$ cat src/rtl/eph_pkg.sv
package eph_pkg;
   typedef enum logic [3:0] {
      ST_IDLE,
      ST_LOAD,
      ST_WSET,
      ST_WPUL,
      ST_WREC,
      ST_PRD,
      ST_PREC,
      ST_RRD
   } eph_state_e;
endpackage

$ cat src/rtl/eph_timer.sv
module eph_timer #(
   parameter int W = 4
) (
   input  logic         clk,
   input  logic         rst_n,
   input  logic         load,
   input  logic [W-1:0] val,
   output logic         expired
);
   logic [W-1:0] cnt_q;

   always_ff @(posedge clk or negedge rst_n) begin
      if (!rst_n)               cnt_q <= '0;
      else if (load)            cnt_q <= val;
      else if (cnt_q != '0)     cnt_q <= cnt_q - 1'b1;
   end

   assign expired = (cnt_q == '0);

   a_r3_timer_counts_down: assert property (@(posedge clk) disable iff (!rst_n)
      (!load && $past(cnt_q) != '0 && !$past(load)) |-> (cnt_q == $past(cnt_q) - 1'b1));
endmodule

$ cat src/rtl/eph_poll_eval.sv
module eph_poll_eval (
   input  logic use_toggle,
   input  logic samp_dp,
   input  logic samp_tb,
   input  logic last_dp,
   input  logic prev_tb,
   input  logic have_prev,
   output logic complete
);
   always_comb begin
      if (use_toggle) complete = have_prev && (samp_tb == prev_tb);
      else            complete = (samp_dp == last_dp);
   end
endmodule

$ cat src/rtl/eph_page_writer.sv
module eph_page_writer #(
   parameter int ADDR_W       = 13,
   parameter int DATA_W       = 8,
   parameter int PAGE_BITS    = 6,
   parameter int SETUP_CYC    = 2,
   parameter int PULSE_CYC    = 20,
   parameter int ACCESS_CYC   = 15,
   parameter int LOAD_WIN_CYC = 20000,
   parameter int POLL_MAX     = 4000,
   parameter int DP_BIT       = 7,
   parameter int TB_BIT       = 6
) (
   input  logic              clk,
   input  logic              rst_n,
   input  logic              req_valid,
   output logic              req_ready,
   input  logic              req_write,
   input  logic [ADDR_W-1:0] req_addr,
   input  logic [PAGE_BITS:0] req_len,
   input  logic              poll_toggle,
   input  logic [DATA_W-1:0] wr_data,
   input  logic              wr_valid,
   output logic              wr_ready,
   output logic              busy,
   output logic              done,
   output logic              err,
   output logic [DATA_W-1:0] rd_data,
   output logic [ADDR_W-1:0] mem_addr,
   output logic              mem_ce_n,
   output logic              mem_we_n,
   output logic              mem_oe_n,
   output logic [DATA_W-1:0] mem_dq_out,
   input  logic [DATA_W-1:0] mem_dq_in,
   output logic              mem_dq_oe
);
   import eph_pkg::*;

   localparam int PAGE_SIZE = 1 << PAGE_BITS;
   localparam int MAXC_A    = (SETUP_CYC > PULSE_CYC) ? SETUP_CYC : PULSE_CYC;
   localparam int MAXC      = (MAXC_A > ACCESS_CYC) ? MAXC_A : ACCESS_CYC;
   localparam int TW        = $clog2(MAXC) + 1;
   localparam int PW        = $clog2(POLL_MAX + 1);
   localparam int BYTE_GAP  = SETUP_CYC + PULSE_CYC + 2;

   generate
      if (PAGE_BITS < 1 || PAGE_BITS >= ADDR_W) begin : g_chk_page
         $error("page bits must lie inside the address");
      end
      if (SETUP_CYC < 1 || PULSE_CYC < 1 || ACCESS_CYC < 1) begin : g_chk_cyc
         $error("strobe phases need at least one cycle");
      end
      if (BYTE_GAP >= LOAD_WIN_CYC) begin : g_chk_win
         $error("byte load period does not fit the load window");
      end
      if (DP_BIT >= DATA_W || TB_BIT >= DATA_W || POLL_MAX < 1) begin : g_chk_poll
         $error("status bit or poll limit out of range");
      end
   endgenerate

   eph_state_e             state_q;
   logic [ADDR_W-1:0]      addr_q;
   logic [PAGE_BITS:0]     left_q;
   logic [DATA_W-1:0]      byte_q, rd_q;
   logic                   first_q, mode_q, last_dp_q;
   logic                   samp_dp_q, samp_tb_q, prev_tb_q, have_prev_q;
   logic [PW-1:0]          polls_q;
   logic                   done_q, err_q;

   logic [PAGE_BITS+1:0]   span_w;
   logic                   bad_req, accept, take, dry, poll_start, poll_last;
   logic                   tmr_load, tmr_exp, complete;
   logic [TW-1:0]          tmr_val;

   assign span_w  = {2'b00, req_addr[PAGE_BITS-1:0]} + {1'b0, req_len};
   assign bad_req = (req_len == '0) || (span_w > (PAGE_BITS+2)'(PAGE_SIZE));

   assign accept     = (state_q == ST_IDLE) && req_valid;
   assign take       = (state_q == ST_LOAD) && wr_valid;
   assign dry        = (state_q == ST_LOAD) && !wr_valid && !first_q;
   assign poll_last  = (polls_q == PW'(POLL_MAX - 1));
   assign poll_start = dry
                     || ((state_q == ST_WREC) && (left_q == '0))
                     || ((state_q == ST_PREC) && !complete && !poll_last);

   assign tmr_load = (accept && !req_write) || poll_start || take
                   || ((state_q == ST_WSET) && tmr_exp);

   always_comb begin
      if (take)                       tmr_val = TW'(SETUP_CYC - 1);
      else if (state_q == ST_WSET)    tmr_val = TW'(PULSE_CYC - 1);
      else                            tmr_val = TW'(ACCESS_CYC - 1);
   end

   eph_timer #(.W(TW)) u_timer (
      .clk     (clk),
      .rst_n   (rst_n),
      .load    (tmr_load),
      .val     (tmr_val),
      .expired (tmr_exp)
   );

   eph_poll_eval u_eval (
      .use_toggle (mode_q),
      .samp_dp    (samp_dp_q),
      .samp_tb    (samp_tb_q),
      .last_dp    (last_dp_q),
      .prev_tb    (prev_tb_q),
      .have_prev  (have_prev_q),
      .complete   (complete)
   );

   always_ff @(posedge clk or negedge rst_n) begin
      if (!rst_n) begin
         state_q     <= ST_IDLE;
         addr_q      <= '0;
         left_q      <= '0;
         byte_q      <= '0;
         rd_q        <= '0;
         first_q     <= 1'b0;
         mode_q      <= 1'b0;
         last_dp_q   <= 1'b0;
         samp_dp_q   <= 1'b0;
         samp_tb_q   <= 1'b0;
         prev_tb_q   <= 1'b0;
         have_prev_q <= 1'b0;
         polls_q     <= '0;
         done_q      <= 1'b0;
         err_q       <= 1'b0;
      end else begin
         done_q <= 1'b0;
         err_q  <= 1'b0;
         if (poll_start) begin
            state_q <= ST_PRD;
            if (state_q == ST_PREC) begin
               polls_q     <= polls_q + 1'b1;
               prev_tb_q   <= samp_tb_q;
               have_prev_q <= 1'b1;
            end else begin
               polls_q     <= '0;
               have_prev_q <= 1'b0;
            end
         end else begin
            unique case (state_q)
               ST_IDLE: if (accept) begin
                  addr_q <= req_addr;
                  if (!req_write) state_q <= ST_RRD;
                  else if (bad_req) err_q <= 1'b1;
                  else begin
                     left_q  <= req_len;
                     first_q <= 1'b1;
                     mode_q  <= poll_toggle;
                     state_q <= ST_LOAD;
                  end
               end
               ST_LOAD: if (take) begin
                  byte_q  <= wr_data;
                  if (!first_q) addr_q <= addr_q + 1'b1;
                  state_q <= ST_WSET;
               end
               ST_WSET: if (tmr_exp) state_q <= ST_WPUL;
               ST_WPUL: if (tmr_exp) begin
                  last_dp_q <= byte_q[DP_BIT];
                  first_q   <= 1'b0;
                  left_q    <= left_q - 1'b1;
                  state_q   <= ST_WREC;
               end
               ST_WREC: state_q <= ST_LOAD;
               ST_PRD: if (tmr_exp) begin
                  samp_dp_q <= mem_dq_in[DP_BIT];
                  samp_tb_q <= mem_dq_in[TB_BIT];
                  state_q   <= ST_PREC;
               end
               ST_PREC: begin
                  if (complete) done_q <= 1'b1;
                  else          err_q  <= 1'b1;
                  state_q <= ST_IDLE;
               end
               ST_RRD: if (tmr_exp) begin
                  rd_q    <= mem_dq_in;
                  done_q  <= 1'b1;
                  state_q <= ST_IDLE;
               end
               default: state_q <= ST_IDLE;
            endcase
         end
      end
   end

   assign req_ready  = (state_q == ST_IDLE);
   assign busy       = (state_q != ST_IDLE);
   assign wr_ready   = (state_q == ST_LOAD);
   assign done       = done_q;
   assign err        = err_q;
   assign rd_data    = rd_q;
   assign mem_addr   = addr_q;
   assign mem_ce_n   = !(state_q inside {ST_WSET, ST_WPUL, ST_PRD, ST_RRD});
   assign mem_we_n   = (state_q != ST_WPUL);
   assign mem_oe_n   = !(state_q inside {ST_PRD, ST_RRD});
   assign mem_dq_out = byte_q;
   assign mem_dq_oe  = (state_q == ST_WPUL);

   // load-window watch: cycles since the last write-strobe falling edge
   logic        we_d;
   logic [31:0] gap_q;
   always_ff @(posedge clk or negedge rst_n) begin
      if (!rst_n) begin
         we_d  <= 1'b1;
         gap_q <= '0;
      end else begin
         we_d <= mem_we_n;
         if (!mem_we_n && we_d) gap_q <= '0;
         else if (gap_q != '1)  gap_q <= gap_q + 1'b1;
      end
   end

   a_r6_load_window: assert property (@(posedge clk) disable iff (!rst_n)
      (!mem_we_n && we_d && !first_q) |-> (gap_q < 32'(LOAD_WIN_CYC)));
   a_r4_oe_high_in_pulse: assert property (@(posedge clk) disable iff (!rst_n)
      !mem_we_n |-> mem_oe_n);
   a_r5_drive_in_pulse: assert property (@(posedge clk) disable iff (!rst_n)
      mem_dq_oe |-> !mem_we_n);
   a_r5_turnaround: assert property (@(posedge clk) disable iff (!rst_n)
      mem_dq_oe |=> mem_oe_n);
   a_r12_ce_with_oe: assert property (@(posedge clk) disable iff (!rst_n)
      $fell(mem_oe_n) |-> $fell(mem_ce_n));
   a_r1_busy_after_accept: assert property (@(posedge clk) disable iff (!rst_n)
      (req_valid && req_ready) |=> (busy || err));
   a_r13_done_single: assert property (@(posedge clk) disable iff (!rst_n)
      done |=> !done);
   a_r13_done_err_apart: assert property (@(posedge clk) disable iff (!rst_n)
      !(done && err));
endmodule

$ cat config.mk
export PLATFORM = sky130hd
export DESIGN_NAME = eph_page_writer
export DESIGN_NICKNAME = d
export VERILOG_FILES = /design/src/rtl/eph_pkg.sv /design/src/rtl/eph_timer.sv /design/src/rtl/eph_poll_eval.sv /design/src/rtl/eph_page_writer.sv
export SDC_FILE = /design/constraint.sdc
export NUM_CORES = 1
export LEC_CHECK = 0
export BUFFER_PORTS_ARGS = -buffer_cell sky130_fd_sc_hd__buf_2
export CORE_MARGIN = 2
export CORE_UTILIZATION = 55
export DETAILED_ROUTE_END_ITERATION = 10
export PLACE_DENSITY = 0.82
export SYNTH_ARGS = -nofsm -noshare
export SYNTH_HDL_FRONTEND = slang
export SYNTH_SLANG_ARGS = --single-unit
$ cat constraint.sdc
create_clock -name clk -period 2.7 [get_ports clk]
set_input_delay 0.135 -clock clk [delete_from_list [all_inputs] [get_ports clk]]
set_output_delay 0.135 -clock clk [all_outputs]
set_load 0.1 [all_outputs]
==> results_dict.tcl <==
set metrics [dict create \
    status "finished, final reports clean" \
    cts_buffers 9 \
    drcViolationCount 0 \
    antenna_found_initial 0 \
    tightest_slew_ns 0.7108 \
    io-pin-count 80 \
    setup_viol 0 \
    final_util_pct 69.19 \
    die_h_um 87.35 \
    netlist-cell-type-count 59 \
    synth_top_family_by_area "simple AND/OR/NAND/NOR gates" \
    dp_hpwl_um 6991 \
    vias_per_cell 6.005 \
    port_buffers 79 \
    synth_mux_area_share_pct 3.831 \
    drv_cap 0 \
    synth_compound_area_share_pct 20.86 \
    cts.path.max_buffers 2 \
    cts.sinks 66 \
    layout-drive-gt1-share_pct 25.00 \
    rsz0062_at_grt "no" \
    antenna_cells 0 \
    clock_latency_ns 0.36 \
    hp-class "input port to register" \
    postSynth.asyncResetShare_pct 100.0 \
    totalWireLength_um 9820 \
    synth_top_cell_by_area "dfrtp_1" \
    gp_congestion 0.9815 \
    ant_nets 0 \
    endpoint_kind "output pin" \
    coreArea_mm2 0.006756 \
    grt_overflow_total 0 \
    worst-setup-path-type "register to output pin" \
    whs_ns 0.003736 \
    synth-simple-area-share_pct 22.13 \
    finalCriticalPeriod_ns 2.560 \
    syn_to_final_growth_pct 22.33 \
    grt_pass1_wl_um 16190 \
    finalHoldViolCount 0 \
    initial_core_util_pct 56.56 \
    syn_inst 436 \
    syn_nets 490 \
    grt_max_degree 37 \
    required_ns 2.57 \
    synth-edff-count 0 \
    maxSlewViolCount 0 \
    maxSlewHeadroom_pct 52.62 \
    fin_setup_tns_ns 0 \
    clk_pin_slew_worst_paths_ns 0.08 \
    cp_max_fo 14 \
    grt_pass1_vias 3502 \
    synthXorXnorAreaFrac_pct 2.063 \
    dr.pass1.iters 5 \
    post_drt_wl_per_cell_um 15.94 \
    grt_usage_pct 27.01 \
    root_buffer "clkbuf_8" \
    synthAdderAreaFrac_pct 4.126 \
    drt_iter0_drc 241 \
    yosys_warnings 0 \
    die_area_mm2 0.007630 \
    htreeDepth 3 \
    fmax_mhz 390.7 \
    dpl_cell_area_mm2 0.004360 \
    num_vias 3699 \
    layout.nets 585 \
    ys_ff_latch 66 \
    synth_area_per_cell_um2 8.764 \
    arrival_ns 2.42 \
    synth-seq-area-share_pct 43.22 \
    cts_tree "built" \
    fp-row-count 30 \
    die_x_um 87.35 \
    startpoint_type "register" \
    timing.final.crit_share_pct 94.80 \
    syn_area_mm2 0.003821 \
    ys.flop_type "dfrtp_1" \
    design_area_mm2 0.004674 \
    fin_skew_ns 0.01051 \
    synth.area.top_cells "dfrtp_1 (43%), nand2_1 (6.6%), o21ai_0 (5.5%)" \
    yosys.area.top_type_share_pct 43.22 \
]
path summary, 6_finish.rpt:
kind	slack [ns]	startpoint	to	cells past startpoint
max in group asynchronous	1.68	rst_n	left_q[3]	3
max	0.14	state_q[0]	wr_ready	5
min reg2reg	0.48	polls_q[10]	polls_q[10]	1
max reg2reg	0.21	left_q[1]	polls_q[11]	8
min	0.004	mem_dq_in[2]	rd_data[2]	2
min in group asynchronous	0.38	rst_n	rd_data[4]	2
through the flow:
step                instances  worst slack (ns)
finish                    616            0.1403
global route              616           0.01918
CTS                       616            0.1911
detailed placement        591            0.1318
global placement          591            0.2587
floorplan                 436           -0.1504
layout make-up:
class	instances	area, um2
Fill cell	530	2082
Inverter	19	71.32
Tap cell	80	100.1
Sequential cell	66	1652
Multi-Input combinational cell	335	2039
Clock inverter	7	100.1
Timing Repair Buffer	100	588.1
Clock buffer	9	123.9
state kept, by name, summed over array words and instances (netlist names):
signal,flops
err,1
mode_q,1
mem_addr,13
rd_data,8
last_dp_q,1
state_q,3
left_q,7
have_prev_q,1
polls_q,12
u_timer.cnt_q,6
samp_dp_q,1
done,1
first_q,1
mem_dq_out,8
samp_tb_q,1
prev_tb_q,1
routing by layer:
layer	vias to the layer above	GRT usage [%]	share of wire [%]
met2	150	44.70	50
li1	1753	-	-
met4	0	10.07	2.1
met5	-	0	0
met1	1773	34.97	42
met3	23	5.498	5.3
synthesized netlist by cell type (2+ instances only):
master,n
ha_1,11
o21ai_1,4
a21oi_1,33
o21a_1,5
xor2_1,3
o21ai_0,42
o22ai_1,6
nand4_1,3
clkbuf_1,14
or3_1,4
and3_1,7
a211o_1,2
nor2_1,27
dfrtp_1,66
a31oi_1,5
a211oi_1,2
nand2_1,67
nor3_1,12
nand3b_1,2
and2_1,2
and3b_1,2
o31ai_1,5
mux2_2,12
a22oi_1,2
a21oi_2,4
o41ai_1,3
nand2b_1,9
xnor2_1,6
nor2b_1,5
nand3_1,24
inv_1,19
worst max-delay path, cell delays in order (launching register included):
cell     delay [ns]
dfrtp_1        0.52
buf_4          0.22
nor2b_1        0.30
nand2_1        0.13
inv_1          0.38
buf_2          0.52
cell usage in the layout (no fill, tap or decap), types with 4 or more instances in the layout:
cell	count
a21oi_1	33
nand3_1	24
nand2_1	66
o31ai_1	5
ha_1	11
inv_1	19
o21ai_1	4
o21ai_0	42
nor2b_1	5
nor3_1	11
dlygate4sd3_1	9
o21a_1	5
a31oi_1	5
mux2_2	12
nor2_1	27
or3_1	4
dfrtp_1	66
buf_4	11
o22ai_1	6
xnor2_1	6
clkbuf_8	9
nand2b_1	9
buf_2	79
and3_1	7
a21oi_2	4
cell families (layout without fill, tap and decap cells):
logic type,count (synthesis),count (layout)
AOI/OAI and AO/OA,126,126
xor gates and xnor gates,9,9
adders and majority gates,12,12
buffers and inverters,35,135
DFF,66,66
muxes,13,13
and+or+nand+nor,175,175
what timing repair did:
action / in CTS / in global routing
hold endpoints to repair: 38 / 0
gates resized for setup: 0 / 0
hold buffers: 9 / 0
buffers inserted: 0 / 0
endpoints found under the setup margin: 0 / 0
Power is not shown: default switching activity piles up to over one toggle a cycle in this logic, so the estimate is an artifact.
